File: src/rtl/hhc_pkg.sv
// Package: shared constants and bit positions for the hidden-hysteresis combiner.
// Assumes: the comparator inputs are packed low limit, main, high limit.
package hhc_pkg;
    localparam int CMP_W   = 3;
    localparam int IDX_LO  = 0;
    localparam int IDX_MID = 1;
    localparam int IDX_HI  = 2;
    localparam int DEF_SYNC_STAGES = 2;
endpackage

File: src/rtl/hhc_sync_bank.sv
// Module: bank of independent flop chains that bring asynchronous bits into clk.
// Assumes: STAGES >= 1; each bit is synchronized on its own, no coherency between bits.
module hhc_sync_bank #(
    parameter int WIDTH  = 3,
    parameter int STAGES = 2
) (
    input  logic             clk,
    input  logic             rst_n,
    input  logic [WIDTH-1:0] async_i,
    output logic [WIDTH-1:0] sync_o
);
    genvar b;
    generate
        for (b = 0; b < WIDTH; b++) begin : g_bit
            logic [STAGES-1:0] chain_q;
            // Shift the raw bit through STAGES flops, clearing on reset.
            always_ff @(posedge clk) begin
                if (!rst_n) chain_q <= '0;
                else if (STAGES == 1) chain_q <= async_i[b];
                else chain_q <= {chain_q[STAGES-2:0], async_i[b]};
            end
            assign sync_o[b] = chain_q[STAGES-1];
        end
    endgenerate
endmodule

File: src/rtl/hhc_lock_ctrl.sv
// Module: holds the committed level and the arm flag of the combiner.
// Assumes: inputs are already synchronized to clk.
// While armed, a main value that differs from the committed level commits and locks.
// While locked, only the limit on the committed side re-arms.
module hhc_lock_ctrl (
    input  logic clk,
    input  logic rst_n,
    input  logic lo_s,
    input  logic mid_s,
    input  logic hi_s,
    output logic lvl_q,
    output logic armed_q
);
    logic rearm;

    // Re-arm condition: the limit beyond the committed level has been seen.
    always_comb begin
        rearm = lvl_q ? hi_s : lo_s;
    end

    // Commit on an armed crossing, re-arm on the matching limit.
    always_ff @(posedge clk) begin
        if (!rst_n) begin
            lvl_q   <= 1'b0;
            armed_q <= 1'b1;
        end else if (armed_q) begin
            if (mid_s != lvl_q) begin
                lvl_q   <= mid_s;
                armed_q <= 1'b0;
            end
        end else if (rearm) begin
            armed_q <= 1'b1;
        end
    end
endmodule

File: src/rtl/hhc_out_gate.sv
// Module: combinational output gate; passes the raw main bit when armed,
// otherwise holds the committed level. No clocked element on this path.
module hhc_out_gate (
    input  logic mid_raw,
    input  logic lvl_q,
    input  logic armed_q,
    output logic sw_o
);
    // Select between the live main bit and the locked level.
    always_comb begin
        sw_o = armed_q ? mid_raw : lvl_q;
    end
endmodule

File: src/rtl/hidden_hyst_combiner.sv
// Module: top of the hidden-hysteresis comparator combiner.
// Assumes: comparator bits are asynchronous to clk; a crossing that must commit
// is held for at least SYNC_STAGES+1 clock edges.
module hidden_hyst_combiner #(
    parameter int SYNC_STAGES = hhc_pkg::DEF_SYNC_STAGES
) (
    input  logic clk,
    input  logic rst_n,
    input  logic lo_lim_i,
    input  logic mid_i,
    input  logic hi_lim_i,
    output logic sw_o
);
    import hhc_pkg::*;

    logic [CMP_W-1:0] raw_bits;
    logic [CMP_W-1:0] sync_bits;
    logic lo_s, mid_s, hi_s;
    logic lvl_q, armed_q;

    assign raw_bits[IDX_LO]  = lo_lim_i;
    assign raw_bits[IDX_MID] = mid_i;
    assign raw_bits[IDX_HI]  = hi_lim_i;

    hhc_sync_bank #(.WIDTH(CMP_W), .STAGES(SYNC_STAGES)) u_sync (
        .clk     (clk),
        .rst_n   (rst_n),
        .async_i (raw_bits),
        .sync_o  (sync_bits)
    );

    assign lo_s  = sync_bits[IDX_LO];
    assign mid_s = sync_bits[IDX_MID];
    assign hi_s  = sync_bits[IDX_HI];

    hhc_lock_ctrl u_lock (
        .clk     (clk),
        .rst_n   (rst_n),
        .lo_s    (lo_s),
        .mid_s   (mid_s),
        .hi_s    (hi_s),
        .lvl_q   (lvl_q),
        .armed_q (armed_q)
    );

    hhc_out_gate u_gate (
        .mid_raw (mid_i),
        .lvl_q   (lvl_q),
        .armed_q (armed_q),
        .sw_o    (sw_o)
    );
endmodule

File: config.mk
export PLATFORM = sky130hd
export DESIGN_NAME = hidden_hyst_combiner
export DESIGN_NICKNAME = d
export VERILOG_FILES = /design/src/rtl/hhc_pkg.sv /design/src/rtl/hhc_sync_bank.sv /design/src/rtl/hhc_lock_ctrl.sv /design/src/rtl/hhc_out_gate.sv /design/src/rtl/hidden_hyst_combiner.sv
export SDC_FILE = /design/constraint.sdc
export NUM_CORES = 1
export LEC_CHECK = 0
export ABC_CLOCK_PERIOD_IN_PS = 1100
export BUFFER_PORTS_ARGS = -buffer_cell sky130_fd_sc_hd__buf_2
export CORE_AREA = 8 8 45 47
export DETAILED_ROUTE_END_ITERATION = 10
export DIE_AREA = 0 0 53 55
export SYNTH_ARGS = -nofsm -noshare
export SYNTH_HDL_FRONTEND = slang
export SYNTH_SLANG_ARGS = --single-unit
export TNS_END_PERCENT = 1
File: constraint.sdc
create_clock -name clk -period 1.1 [get_ports clk]
set_clock_uncertainty 0.2 [all_clocks]
set_input_delay 0.11 -clock clk [delete_from_list [all_inputs] [get_ports clk]]
set_output_delay 0.11 -clock clk [all_outputs]
set_load 0.05 [all_outputs]
[Yosys cells after proc, flatten, opt, wreduce, memory -nomap -nowiden]
Index checks and enable logic that the tools add are counted.
Word-level totals
  input port bits: 5
  output and inout port bits: 1
  word-level logic and storage cells: 12
  register bits after elaboration: 8
Cells by class
  reductions and logical operators: 1
  eq/ne operators: 1
  multiplexer cells: 5
Operators by type and width (number)
  1-bit two-way mux: 5
  2-bit AND reduction: 1
  1-bit inequality test: 1

[Logic depth before layout (Yosys ltp)]
  depth in word-level cells: 3
  mapped depth: 3
  mapped depth without buffers: 3

[Cells and area by module]
A second synthesis with hierarchy kept.
Second synthesis, totals
  cell total of the unflattened synthesis: 25
  area, all modules: 280.3 µm²
By module, submodules not included
  hhc_sync_bank: seq. area each 120.1 µm², cells an instance 15, area each 180.2 µm², instances 1
  hhc_lock_ctrl: seq. area each 40.0 µm², cells an instance 9, area each 85.1 µm², instances 1
  hhc_out_gate: seq. area each 0.0 µm², cells an instance 1, area each 15.0 µm², instances 1

[Worst setup path after synthesis]
No wires, ideal clock.
  path kind: reg-to-reg
  start point: register u_lock.armed_q
  end point: register u_lock.armed_q
  cell stages (with the launch flop): 4
  slack: -0.025 ns
  arrival time: 0.799 ns
  path buffers: 0
  data required time: 0.774 ns
  library setup time: 0.126 ns
  period minus slack after synthesis: 1.125 ns
  cell sequence: dfxtp_1 > mux2_1 > nand2_1 > o211ai_1
On the way
  cells in the longest elaborated chain, start to end: 1
Ends and longest elaborated chain
  from (decl): line hhc_lock_ctrl.sv:12  | output logic armed_q
  from (signal assigned): line hhc_lock_ctrl.sv:25  | armed_q <= 1'b1;
  from (signal assigned): line hhc_lock_ctrl.sv:29  | armed_q <= 1'b0;
  from (signal assigned): line hhc_lock_ctrl.sv:32  | armed_q <= 1'b1;
  1-bit two-way mux: line hhc_lock_ctrl.sv:26  | end else if (armed_q) begin
Every way passes these cells.
A chain may end at the register's enable or synchronous reset.

[Final worst setup path]
  start point: register u_lock.armed_q
  end point: output sw_o
On the way
  cells in the longest elaborated chain, start to end: 1
Ends and longest elaborated chain
  1-bit two-way mux: line hhc_out_gate.sv:11  | sw_o = armed_q ? mid_raw : lvl_q;
  to (decl): line hidden_hyst_combiner.sv:12  | output logic sw_o
Every way passes these cells.

==> flow_summary.yaml <==
critical_path:
  r2r_cells: 3
  crit_chain: "nand2b_4 -> nand2_4 -> buf_8"
  reg2reg_from: "u_lock.armed_q"
  critical_path_arrival_ps: 950
  reg2reg_slack_ps: -30
  criticalPathCategory: "flip-flop to output port"
  cpPeakStageDelay_ps: 350
  start_kind: "flip-flop"
  timing.rr.end: "u_lock.armed_q"
  crit_slowest_cell: "dfxtp_4"
  startpoint: "u_lock.armed_q"
  cp_max_fo: 5
  crit_path_end_kind: "output port"
  cp.required_ps: 790
drt:
  vias: 193
  wl_um: 456
  initialDrtViolationCount: 2
  wl_met2_um: 223
  ant_nets: 0
  met1_length_um: 193
  drcViolationCount: 0
  wl_per_cell_um: 8.94
  top_layer: "met4"
  wl_met3_um: 34
  vias_per_cell: 3.78
  firstDrtPassIters: 2
power_and_ir_drop:
  vdd_ir_drop_max_mv: 0.629
  p_leak_nw: 0.167
  power-per-cell-area_nw_per_um2: 1520
placed_design:
  finalWeightedCongestion: 0.702
  io_buffers: 5
timing:
  fin_ws_ps: -159
  rsz0062_at_grt: "true"
  period_needed_ps: 1260
  period_share_pct: 114
  final_hold_viol_count: 0
  max_freq_mhz: 794
  worstMarginPinSlew_ps: 160
  final_max_slew_viol_count: 0
  slew-limit-headroom_pct: 89.3
  setup_violations: 2
  fin_tns_setup_ps: -191
synthesis:
  synth_mux_area_share_pct: 4.50
  synthAdderAreaFrac_pct: 0
  ys_warn_count: 0
  synth_xor_area_share_pct: 0
  netlist.area_leader.share_pct: 64.0
  synth.distinct_cells: 8
  synth_top_family_by_area: "simple AND/OR/NAND/NOR gates"
  avgSynthCellArea_um2: 10.9
  synth_most_common_cell: "dfxtp_1"
  synthSimpleGateAreaFrac_pct: 23.5
  synth_compound_area_share_pct: 8.00
  synth_area_um2: 250
  async_flop_share_pct: 0
  synth_fp_nets: 28
  ys.flop_type: "dfxtp_1"
  synthCells: 23
  synth_commonest_cells: "8 x dfxtp_1, 6 x and2_1, 4 x nand2_1"
  synth_seq_cells: 8
  synth-edff-count: 0
  synth_top_cell_by_area: "dfxtp_1"
  synth_seq_area_share_pct: 64.0
  ys_top_cells_by_area: "dfxtp_1 64%, and2_1 15%, nand2_1 6.0%"
final_layout:
  fin_nets: 42
  diodes: 0
  layout-drive-gt1-share_pct: 31.4
  final_core_util_pct: 27.9
  area_delta_synth_final_pct: 54.5
global_route:
  grt_max_degree: 9
  grt_pass1_vias: 198
  grt-ovfl-total: 0
  grt_usage_pct: 4.11
  grt_pass1_wl_um: 814
  antenna_found_initial: 0
floorplan:
  core_um2: 1380
  die_area_um2: 2920
  die_h_um: 55
  initial_core_util_pct: 18.1
  die_w_um: 53
  rows: 14
  io_pins: 6
min_path:
  hold_path_class: "flip-flop to flip-flop"
  worstHoldEndpoint: "u_sync.g_bit[0].chain_q[1]"
  min-delay-start: "u_sync.g_bit[0].chain_q[0]"
  hold_depth: 1
job:
  timing.max_cap.violations: 0
clock_network:
  cts.sinks: 8
  cts_root_buf: "clkbuf_4"
  cts.path.max_buffers: 2
  insertion_delay_ps: 250
  cts_max_level: 1
  clk_pin_slew_ps: 50
  cts_buffers: 3
  cts_tree: "yes"
run_status:
  failed_checks: "setup timing"
  run_status: "complete, but fails checks"
timing repair:
action	in CTS	in global routing
gates resized for setup	4	3
pin swaps	1	1
buffers inserted	0	0
endpoints found under the setup margin	2	2
gates cloned	0	0
endpoints found under the hold margin	8	0
hold buffers	4	0
worst max-delay path: cells and delay by family (launching register included):
family / cells / cell delay (ps)
simple gates: 2 / 210
buf+inv: 1 / 140
flops: 1 / 350
cell usage in the layout (no fill, tap or decap):
| cell | synthesis | routed |
|---|---|---|
| a21boi_0 | 1 | 1 |
| and2_1 | 6 | 6 |
| buf_2 | 0 | 4 |
| buf_8 | 0 | 1 |
| clkbuf_4 | 0 | 3 |
| dfxtp_1 | 8 | 7 |
| dfxtp_4 | 0 | 1 |
| dlygate4sd3_1 | 0 | 4 |
| mux2_1 | 1 | 1 |
| nand2_1 | 4 | 3 |
| nand2_4 | 0 | 1 |
| nand2b_4 | 0 | 1 |
| o211ai_1 | 1 | 1 |
| o21ai_0 | 1 | 1 |
layout make-up:
type / instances / area, µm²
multi-input cells: 15 / 105
repair buffers: 9 / 75.1
well taps: 16 / 20.0
flip-flops and latches: 8 / 164
fillers: 143 / 997
clock buffers: 3 / 22.5
cells by family after synthesis:
kind of cell | Yosys count
compound gates | 3
flops | 8
mux | 1
simple gates | 11
per-stage QoR:
step                      power [mW]  cell area (µm²)  hold slack, ps  setup WS [ps]  cells
final                          0.589              387             230           -159     51
after global routing           0.625              387             235           -203     51
after CTS                      0.598              375             231           -165     51
after detailed placement       0.358              297             122          -37.3     44
after global placement         0.358              297             118          -22.6     44
after floorplan                0.343              251           -1.27          -5.65     23
how the worst max path moves through the flow:
stage	end	slack, ps	cells past startpoint
after floorplan	sw_o	-6	2
after global placement	u_lock.armed_q	-20	3
after detailed placement	u_lock.armed_q	-40	3
after CTS	sw_o	-170	3
after global routing	sw_o	-200	3
final	sw_o	-160	3
where the power goes:
| group | switching [mW] | internal [mW] | total [mW] |
|---|---|---|---|
| sequential | 0.00722 | 0.304 | 0.311 |
| clock | 0.0891 | 0.124 | 0.213 |
| combinational | 0.0277 | 0.0371 | 0.0648 |
sequential cells by signal, indices dropped and copies added, names as in the netlist:
register	count
u_sync.g_bit.chain_q	6
u_lock.lvl_q	1
u_lock.armed_q	1
routing by layer:
metal  global-route usage, %  vias up
met1                    3.69       87
met2                    5.47        6
met4                    3.88        0
met3                    3.74        2
li1                        -       98
met5                       0        -
No activity file was read; power rests on OpenSTA's default activity.
